--- src/rtl/bos_pkg.sv ---
package bos_pkg;
  localparam logic [7:0] ADDR_CTL  = 8'h01;
  localparam logic [7:0] ADDR_STAT = 8'h02;

  // Control byte bit positions (device-defined)
  localparam int OWN_A  = 0;
  localparam int OWN_B  = 1;
  localparam int PWR_A  = 2;
  localparam int PWR_B  = 3;
  localparam int RST_B  = 4;
  localparam int CLAIM  = 7;
  // Status byte: peer has asked for ownership
  localparam int PEER_ASK = 7;

  localparam logic [7:0] M_CLAIM = 8'h80;
  localparam logic [7:0] M_RESET = 8'h10;

  typedef enum logic [2:0] {S_IDLE, S_RD_CTL, S_RD_STAT, S_WR, S_WAIT} seq_st_t;
  typedef enum logic [1:0] {NX_RETRY, NX_ACQ, NX_REL} after_wr_t;

  function automatic logic bus_off(input logic [7:0] c);
    return c[PWR_A] == c[PWR_B];
  endfunction

  function automatic logic owned(input logic [7:0] c);
    return c[OWN_A] == c[OWN_B];
  endfunction

  function automatic logic [7:0] take_val(input logic [3:0] n);
    logic [2:0] v;
    case (n)
      4'd0, 4'd4, 4'd5, 4'd13:           v = 3'd4;
      4'd1, 4'd8, 4'd9, 4'd12:           v = 3'd0;
      4'd2, 4'd10, 4'd11, 4'd15:         v = 3'd1;
      default:                           v = 3'd5;
    endcase
    return {5'b0, v};
  endfunction
endpackage

--- src/rtl/bos_deadline.sv ---
module bos_deadline #(
  parameter int unsigned FORCE_CYC  = 12_500_000,
  parameter int unsigned GIVEUP_CYC = 25_000_000
) (
  input  logic clk,
  input  logic rst_n,
  input  logic start,
  output logic force_due,
  output logic giveup_due
);
  localparam int W = $clog2(GIVEUP_CYC + 1);
  localparam logic [W-1:0] LIM_F = W'(FORCE_CYC);
  localparam logic [W-1:0] LIM_G = W'(GIVEUP_CYC);

  logic [W-1:0] elapsed;

  always_ff @(posedge clk or negedge rst_n) begin
    if (!rst_n)                elapsed <= '0;
    else if (start)            elapsed <= '0;
    else if (elapsed != LIM_G) elapsed <= elapsed + 1'b1;
  end

  assign force_due  = elapsed >= LIM_F;
  assign giveup_due = elapsed >= LIM_G;

  // once the give-up point is reached it stays reached until a new start
  a_r7_giveup_sticky: assert property (@(posedge clk) disable iff (!rst_n)
    giveup_due && !start |=> giveup_due);
endmodule

--- src/rtl/bos_wait.sv ---
module bos_wait #(
  parameter int W = 8
) (
  input  logic         clk,
  input  logic         rst_n,
  input  logic         load,
  input  logic [W-1:0] len,
  output logic         expired
);
  logic [W-1:0] cnt;

  always_ff @(posedge clk or negedge rst_n) begin
    if (!rst_n)         cnt <= '0;
    else if (load)      cnt <= len;
    else if (cnt != 0)  cnt <= cnt - 1'b1;
  end

  assign expired = (cnt == '0);
endmodule

--- src/rtl/bus_owner_seq.sv ---
module bus_owner_seq
  import bos_pkg::*;
#(
  parameter int unsigned FORCE_CYC  = 12_500_000,
  parameter int unsigned GIVEUP_CYC = 25_000_000,
  parameter int unsigned SHORT_CYC  = 5_000,
  parameter int unsigned LONG_CYC   = 100_000
) (
  input  logic       clk,
  input  logic       rst_n,
  input  logic       acq_req,
  input  logic       rel_req,
  output logic       busy,
  output logic       acq_done,
  output logic       acq_timeout,
  output logic       acc_error,
  output logic       rel_done,
  output logic       reg_valid,
  input  logic       reg_ready,
  output logic       reg_write,
  output logic [7:0] reg_addr,
  output logic [7:0] reg_wdata,
  input  logic [7:0] reg_rdata,
  input  logic       reg_err
);
  localparam int WT_W = $clog2(2 * LONG_CYC + 1);
  localparam logic [WT_W-1:0] WT_SHORT = WT_W'(SHORT_CYC);
  localparam logic [WT_W-1:0] WT_LONG  = WT_W'(LONG_CYC);
  localparam logic [WT_W-1:0] WT_LONG2 = WT_W'(2 * LONG_CYC);

  seq_st_t    st;
  after_wr_t  nx;
  logic       rel_mode;
  logic [7:0] ctl_q;
  logic [WT_W-1:0] wait_len;
  logic       wait_load;
  logic       wait_exp, force_due, giveup_due;
  logic       xfer, start_acq;

  assign busy      = (st != S_IDLE);
  assign xfer      = reg_valid && reg_ready;
  assign start_acq = (st == S_IDLE) && acq_req;

  bos_deadline #(.FORCE_CYC(FORCE_CYC), .GIVEUP_CYC(GIVEUP_CYC)) u_dl (
    .clk(clk), .rst_n(rst_n), .start(start_acq),
    .force_due(force_due), .giveup_due(giveup_due));

  bos_wait #(.W(WT_W)) u_wt (
    .clk(clk), .rst_n(rst_n), .load(wait_load), .len(wait_len), .expired(wait_exp));

  always_ff @(posedge clk or negedge rst_n) begin
    if (!rst_n) begin
      st <= S_IDLE; nx <= NX_RETRY; rel_mode <= 1'b0; ctl_q <= '0;
      wait_len <= '0; wait_load <= 1'b0;
      reg_valid <= 1'b0; reg_write <= 1'b0; reg_addr <= '0; reg_wdata <= '0;
      acq_done <= 1'b0; acq_timeout <= 1'b0; acc_error <= 1'b0; rel_done <= 1'b0;
    end else begin
      acq_done <= 1'b0; acq_timeout <= 1'b0; acc_error <= 1'b0; rel_done <= 1'b0;
      wait_load <= 1'b0;
      case (st)
        S_IDLE: begin
          if (acq_req || rel_req) begin
            rel_mode  <= !acq_req;
            reg_valid <= 1'b1; reg_write <= 1'b0; reg_addr <= ADDR_CTL;
            st        <= S_RD_CTL;
          end
        end
        S_RD_CTL: if (xfer) begin
          reg_valid <= 1'b0;
          ctl_q     <= reg_rdata;
          if (reg_err) begin
            acc_error <= 1'b1; st <= S_IDLE;
          end else if (rel_mode) begin
            if (!bus_off(reg_rdata) && owned(reg_rdata)) begin
              reg_valid <= 1'b1; reg_write <= 1'b1; reg_addr <= ADDR_CTL;
              reg_wdata <= {5'b0, reg_rdata[PWR_B], 2'b0};
              nx <= NX_REL; st <= S_WR;
            end else begin
              rel_done <= 1'b1; st <= S_IDLE;
            end
          end else if (bus_off(reg_rdata)) begin
            reg_valid <= 1'b1; reg_write <= 1'b0; reg_addr <= ADDR_STAT;
            st <= S_RD_STAT;
          end else if (owned(reg_rdata)) begin
            if (reg_rdata[CLAIM] || reg_rdata[RST_B]) begin
              reg_valid <= 1'b1; reg_write <= 1'b1; reg_addr <= ADDR_CTL;
              reg_wdata <= reg_rdata & ~(M_CLAIM | M_RESET);
              nx <= NX_ACQ; st <= S_WR;
            end else begin
              acq_done <= 1'b1; st <= S_IDLE;
            end
          end else begin
            wait_len <= WT_LONG;
            if (force_due) begin
              reg_valid <= 1'b1; reg_write <= 1'b1; reg_addr <= ADDR_CTL;
              reg_wdata <= take_val(reg_rdata[3:0]) | M_CLAIM | M_RESET;
              nx <= NX_RETRY; st <= S_WR;
            end else if (!reg_rdata[CLAIM]) begin
              reg_valid <= 1'b1; reg_write <= 1'b1; reg_addr <= ADDR_CTL;
              reg_wdata <= reg_rdata | M_CLAIM;
              nx <= NX_RETRY; st <= S_WR;
            end else begin
              wait_load <= 1'b1; st <= S_WAIT;
            end
          end
        end
        S_RD_STAT: if (xfer) begin
          reg_valid <= 1'b0;
          if (reg_err) begin
            acc_error <= 1'b1; st <= S_IDLE;
          end else if (!reg_rdata[PEER_ASK] || force_due) begin
            wait_len  <= WT_SHORT;
            reg_valid <= 1'b1; reg_write <= 1'b1; reg_addr <= ADDR_CTL;
            reg_wdata <= take_val(ctl_q[3:0]) | M_CLAIM;
            nx <= NX_RETRY; st <= S_WR;
          end else begin
            wait_len <= WT_LONG2; wait_load <= 1'b1; st <= S_WAIT;
          end
        end
        S_WR: if (xfer) begin
          reg_valid <= 1'b0;
          if (reg_err) begin
            acc_error <= 1'b1; st <= S_IDLE;
          end else begin
            case (nx)
              NX_ACQ:  begin acq_done <= 1'b1; st <= S_IDLE; end
              NX_REL:  begin rel_done <= 1'b1; st <= S_IDLE; end
              default: begin wait_load <= 1'b1; st <= S_WAIT; end
            endcase
          end
        end
        S_WAIT: if (!wait_load && wait_exp) begin
          if (giveup_due) begin
            acq_timeout <= 1'b1; st <= S_IDLE;
          end else begin
            reg_valid <= 1'b1; reg_write <= 1'b0; reg_addr <= ADDR_CTL;
            st <= S_RD_CTL;
          end
        end
        default: st <= S_IDLE;
      endcase
    end
  end

  // request held stable until accepted
  a_r11_hold_req: assert property (@(posedge clk) disable iff (!rst_n)
    reg_valid && !reg_ready |=> reg_valid && $stable(reg_addr) && $stable(reg_write) && $stable(reg_wdata));
  // only the two register addresses, writes only to control
  a_r1_addr: assert property (@(posedge clk) disable iff (!rst_n)
    reg_valid |-> (reg_addr == ADDR_CTL) || (!reg_write && reg_addr == ADDR_STAT));
  // error response aborts at once
  a_r9_err_abort: assert property (@(posedge clk) disable iff (!rst_n)
    xfer && reg_err |=> acc_error && !busy);
  // timeout only after the give-up deadline
  a_r7_timeout_late: assert property (@(posedge clk) disable iff (!rst_n)
    acq_timeout |-> giveup_due);
  // outcome pulses exclusive
  a_r12_one_outcome: assert property (@(posedge clk) disable iff (!rst_n)
    $onehot0({acq_done, acq_timeout, acc_error, rel_done}));
endmodule

--- config.mk ---
export PLATFORM = sky130hd
export DESIGN_NAME = bus_owner_seq
export DESIGN_NICKNAME = d
export VERILOG_FILES = /design/src/rtl/bos_pkg.sv /design/src/rtl/bos_deadline.sv /design/src/rtl/bos_wait.sv /design/src/rtl/bus_owner_seq.sv
export SDC_FILE = /design/constraint.sdc
export NUM_CORES = 1
export LEC_CHECK = 0
export ABC_AREA = 1
export BUFFER_PORTS_ARGS = -buffer_cell sky130_fd_sc_hd__clkbuf_2
export CAP_MARGIN = 10
export CORE_UTILIZATION = 35
export DETAILED_ROUTE_END_ITERATION = 16
export PLACE_DENSITY = 0.59
export SYNTH_ARGS = -nofsm -noshare
export SYNTH_HDL_FRONTEND = slang
export SYNTH_SLANG_ARGS = --single-unit
--- constraint.sdc ---
create_clock -name clk -period 3.56 [get_ports clk]
set_input_delay 0.178 -clock clk [delete_from_list [all_inputs] [get_ports clk]]
set_output_delay 0.178 -clock clk [all_outputs]
set_load 0.02 [all_outputs]
* Word level (Yosys, flattened, before mapping)
Memories as Yosys holds them, arrays and structs flattened.
Index checks and enable logic that the tools add are counted.
Widths: inputs -> output; s select.
** Word-level totals
- Output and inout port bits :: 23
- Memories kept :: 2
- Word-level logic and storage cells :: 223
- Latch bits :: 0
- Bits of input ports :: 14
- Flip-flop bits (word level) :: 94
- RAM bits :: 0
- ROM bits :: 64
** Memory list
- (no name shown) :: depth 16, width 2, read ports 1, clocked after memory_dff 0, write ports 0, RTL line bos_pkg.sv:31 : case (n)
- (no name shown) :: depth 16, width 2, read ports 1, clocked after memory_dff 0, write ports 0, RTL line bos_pkg.sv:31
** Cells by class
- Multiplexer cells :: 145
- Equality and inequality tests :: 27
- Div/mod/pow operators :: 0
- Multiply operators :: 0
- Shift operators :: 0
- $add $sub $neg :: 2
- Bitwise operators :: 0
- Order comparisons :: 2
- Reduce and logical (&&, ||, !) cells :: 29
** Operator list (count)
- $mux 8 :: 27
- $mux 18 :: 10
- $mux 1 :: 67
- $mux 25 :: 2
- $mux 3 :: 15
- $pmux 18 s2 :: 1
- $pmux 8 s4 :: 1
- $mux 2 :: 14
- $add 25x1->25 const B :: 1
- $ge 25x24->1 const B :: 1
- $ge 25x25->1 const B :: 1
- $ne 25x25->1 const B :: 1
- $ne 2x2->1 const B :: 11
- $logic_not 18->1 :: 1
- $reduce_bool 18->1 :: 1
- $sub 18x1->18 const B :: 1
- $pmux 8 s2 :: 1
- $pmux 3 s5 :: 1
- $reduce_and 12->1 :: 1
- $ne 5x5->1 const B :: 2
- $reduce_and 10->1 :: 1
- $reduce_and 8->1 :: 1
- $reduce_and 7->1 :: 1
- $eq 3x2->1 const B :: 2
- other kinds (26) :: 40

* Longest topological paths before layout
- Depth after elaboration :: 8
- Mapped depth :: 13

* Modules after synthesis
A second synthesis with hierarchy kept.
** Second synthesis, totals
- Cell total of the unflattened synthesis :: 707
- Area total of the unflattened synthesis :: 4884.7 µm²
** Modules (own cells, without submodules)
- bus_owner_seq :: area an instance 1923.1 µm², cells each 266, times used 1
- bos_deadline :: area an instance 1732.9 µm², cells each 261, times used 1
- bos_wait :: area an instance 1228.7 µm², cells each 180, times used 1

* Worst setup path before layout
Ideal clock, no wire load.
- Path kind :: register to register
- Start :: reg u_wt.cnt[0]
- End :: reg u_wt.cnt[5]
- Library setup time :: 120 ps
- Cell stages (with the launch flop) :: 12
- Data required time :: 3440 ps
- Slack :: 1710 ps
- Path buffers :: 0
- Arrival :: 1730 ps
- Clock period less this slack :: 1850 ps
- Path through :: dfrtp_1 -> inv_1 -> ha_1 -> nand3_2 -> nor3_2 -> nand2_1 -> nor2_1 -> nand2_2 -> nand2_4 -> inv_2 -> a21boi_0 -> inv_1
** On the way
- Word-level cells in the longest chain between the ends :: 3
- Elaborated cells on any way between the ends :: 5
- Those cells by class :: add/sub: 1; mux: 2; reduce/logical: 2
** RTL lines
- from (decl) :: RTL line bos_wait.sv:10 : logic [W-1:0] cnt;
- from (signal assigned) :: RTL line bos_wait.sv:14 : else if (load) cnt <= len;
- from (signal assigned) :: RTL line bos_wait.sv:15 : else if (cnt != 0) cnt <= cnt - 1'b1;
- $sub 18x1->18 :: RTL line bos_wait.sv:15
- $mux 18 :: RTL line bos_wait.sv:15
- $mux 18 :: RTL line bos_wait.sv:14
Several ways; a longest one is shown, not always the timed one. The select of a mux whose other input is x is not followed.
A chain may end at the register's enable or synchronous reset.

* Final worst setup path
- Start :: reg st[0]
- End :: reg u_dl.elapsed[2]
** On the way
- Word-level cells in the longest chain between the ends :: 3
- Elaborated cells on any way between the ends :: 4
- Those cells by class :: mux: 1; reduce/logical: 3
** RTL lines
- from (decl) :: RTL line bus_owner_seq.sv:31 : seq_st_t st;
- from (signal assigned) :: RTL line bus_owner_seq.sv:53 : st <= S_IDLE; nx <= NX_RETRY; rel_mode <= 1'b0; ctl_q <= '0;
- from (signal assigned) :: RTL line bus_owner_seq.sv:65 : st <= S_RD_CTL;
- from (signal assigned) :: RTL line bus_owner_seq.sv:72 : acc_error <= 1'b1; st <= S_IDLE;
- $logic_not 3->1 (*) :: RTL line bus_owner_seq.sv:42 : assign start_acq = (st == S_IDLE) && acq_req;
- $logic_and 1x1->1 (*) :: RTL line bus_owner_seq.sv:42
- $mux 25 or $reduce_bool 2->1 (tied branches)
- to (signal assigned) :: RTL line bos_deadline.sv:20 : else if (elapsed != LIM_G) elapsed <= elapsed + 1'b1;
- to (decl) :: RTL line bos_deadline.sv:15 : logic [W-1:0] elapsed;
Mark *: on every way between the ends. The rest lies on a longest branch, timed or not.

==> flow_summary.toml <==
[synth]
synth_compound_area_share_pct = 9.26
syn-cell-area_mm2 = 0.00434
synthMuxAreaShare_pct = 0.260
avgSynthCellArea_um2 = 7.48
synth-seq-cells = 76
synth_top_family_by_area = "simple AND/OR/NAND/NOR gates"
synth_adder_area_share_pct = 1.44
yosysMostFrequentCell = "nand2_1"
netlist_top_cells_area = "dfrtp_1, nand2_1, nor2_1"
synthDistinctLibCells = 42
syn_inst = 580
synth_top_cells_by_count = "nand2_1, nor2_1, inv_1, dfrtp_1, nand3_1"
synth_top_area_share_pct = 43.8
synthSimpleGateAreaFrac_pct = 32.9
synth_edf_count = 0
yosys_most_used_dff = "dfrtp_1"
synthArstFlopShare_pct = 100
yosysWarnings = 0
yosysSeqAreaShare_pct = 43.8
yosys.area.top_type = "dfrtp_1"
synth_xor_area_share_pct = 3.43

[clock_network]
cts-root-buf = "clkbuf_16"
clock_sinks = 76
cts.clk_slew.worst_paths_ns = 0.06
clk_latency_ns = 0.34
cts_buffers = 9
cts_max_path_buffers = 2
cts_setup_buffers = 0
ctsResizeCount = 0
h-tree-depth = 3
cts_tree = "built"
hold_buffers = 0

[floorplanning]
die_w_um = 113
core-area_mm2 = 0.0121
die_y_um = 113
dieArea_mm2 = 0.0128
start_util_pct = 36.0
rows = 40
io_pins = 37

[placement]
gp_congestion = 0.884
io_buffers = 30
place.detailed.hpwl_um = 7470

[critical_path]
worst_r2r_startpoint = "st[0]"
worst_setup_path_end_kind = "flip-flop"
cp.arrival_ns = 2.54
slowest_stage = "inv_1"
crit_chain = "inv_2 > nand2_2 > nor2_1 > nand2_1 > inv_1 > o21ai_0 > nand2_1 > nand2_1 > inv_1"
crit_path_end = "u_dl.elapsed[2]"
crit_cells = 9
crit_start = "st[0]"
crit_required_ns = 3.84
worst-setup-path-type = "flip-flop to flip-flop"
crit_path_max_incr_delay_ns = 0.49
cpMostUsedCell = "nand2_1"
r2r_end = "u_dl.elapsed[2]"
ff2ff_path_depth = 9
crit_family = "simple AND/OR/NAND/NOR gates"
cp_max_fo = 18
cp-start-kind = "flip-flop"
crit_buf_inv = 3
rrSetupSlack_ns = 1.31

[cells_and_area]
diodes = 0
drive_above_1_share_pct = 11.8
area_growth_pct = 15.0
nFillCells = 1205
nets = 635
fin_util_pct = 41.4

[pwr]
irDropWorstVdd_mv = 0.259
power_frac_seq_pct = 36.7
p_leak_uw = 0.00250
pwr-share-comb_pct = 34.9
p_int_uw = 2200
switchingPower_uw = 1400
clockPowerShare_pct = 28.4
swShare_pct = 38.9
p_per_area_mw_per_mm2 = 721

[timing]
worst_pin_slew_ns = 0.967
clock_skew_ns = 0.00529
hold_ws_ns = -0.0251
rsz0062_at_grt = "no"
finalHoldViolCount = 10
setup-tns-final_ns = 0
fin_crit_sh_pct = 63.3
setup_viol_count_final = 0
fmax_ghz = 0.444
period_needed_ns = 2.25
slew_violations = 0
relSlewSlack_pct = 35.6

[global_route]
grt_usage_pct = 17.1
gr-total-overflow = 0
grt_max_degree = 77
grt_pass1_wl_um = 17400
antenna_found_initial = 0
grt_pass1_vias = 3695

[detailed_routing]
route.antenna.remaining_nets = 0
via_per_inst = 4.90
wl_per_cell_um = 12.8
drcViolationCount = 0
first_pass_iters = 4
drt_iter0_markers = 258
wirelength_um = 10100
via_count = 3867

[status]
run_status = "finished, violations left"
violations = "negative hold slack"

[flow_run]
drv_cap = 0

[min_path]
hold_path.class = "input port to async pin"
per-layer routing:
metal  global-route usage (%)  wire (um)
met1                     23.6       4860
met2                     26.1       4610
met3                     4.28        472
met4                     6.23        189
met5                        0          0
power by group through the flow:
stage,clock (uW),sequential (uW),combinational [uW]
6_report,1020,1320,1250
5_1_grt,1080,1360,1450
4_1_cts,1050,1320,1260
3_5_place_dp,0,1340,1250
3_3_place_gp,0,1330,1240
2_1_floorplan,0,1360,903
registers in the layout (all words and copies together) (netlist names):
name,cells
u_wt.cnt,18
acc_error,1
reg_addr,2
rel_done,1
rel_mode,1
wait_len,6
acq_timeout,1
reg_valid,1
ctl_q,4
acq_done,1
st,3
u_dl.elapsed,25
reg_wdata,8
nx,2
reg_write,1
wait_load,1
final cells by class:
| type | instances | area, um^2 | area share [%] |
|---|---|---|---|
| tap | 168 | 210 | 4.21 |
| timing repair buffer | 30 | 153 | 3.06 |
| sequential | 76 | 1900 | 38.1 |
| multi-input combinational | 416 | 2080 | 41.6 |
| clock inverter | 6 | 96.3 | 1.93 |
| clock buffer | 10 | 239 | 4.79 |
| inverter | 83 | 313 | 6.27 |
worst min path at each step:
stage                from           end  slack [ns]  cells after the start
floorplan           rst_n     acc_error       -0.12                      0
finish              rst_n   u_wt.cnt[5]       -0.03                      1
detailed placement  rst_n  u_wt.cnt[15]        0.40                      1
CTS                 rst_n  u_wt.cnt[15]        0.04                      1
global route        rst_n   u_wt.cnt[7]        0.07                      1
global placement    rst_n   u_wt.cnt[5]        0.40                      1
logic make-up (layout without fill, tap and decap cells):
group,count (synthesis),after routing
buf+inv,93,129
other cells,1,6
fa+ha+maj,5,5
compound gates,72,72
flops,76,76
simple gates,315,315
mux,1,1
xor+xnor,17,17
placed cells by master, fill, tap and decap left out, types with 2 or more instances in the layout:
master       n
o21ai_1      3
ha_1         5
nand3_1     37
nor2_2       3
dfrtp_1     76
a21oi_1     25
a22oi_1      2
nand2_2      4
a31oi_1      4
conb_1       6
a21boi_0     2
o31ai_1      2
and3_1       2
inv_1       77
nand2_1    138
nand3_2      2
xnor2_1      6
nor3_1      20
nand4_1     16
xor2_1      11
o21a_1       2
o211ai_1     2
clkbuf_2    29
inv_2        5
clkinv_4     2
nor3_2       2
clkbuf_16    9
o22ai_1      2
nor2_4       2
o21ai_0     26
bufinv_16    2
nor2_1      80
nand3_4      2
through the flow:
step / setup WS [ns] / instance area, um^2 / std cells / total power (uW) / hold WS, ns
finish: 1.31 / 4990 / 789 / 3600 / -0.0251
global route: 1.15 / 4990 / 789 / 3890 / 0.0674
CTS: 1.33 / 4990 / 789 / 3630 / 0.0362
detailed placement: 1.34 / 4650 / 773 / 2590 / 0.403
global placement: 1.38 / 4650 / 773 / 2570 / 0.397
floorplan: 1.71 / 4360 / 585 / 2260 / -0.118
worst reg2reg max path: cells and delay by family, from the launching register on:
family                 cells  cell delay (ns)
buffers and inverters      3             0.65
AOI/OAI and AO/OA          1             0.16
DFF                        1             0.45
and+or+nand+nor            5             0.93
(Power assumes the default switching activity.)
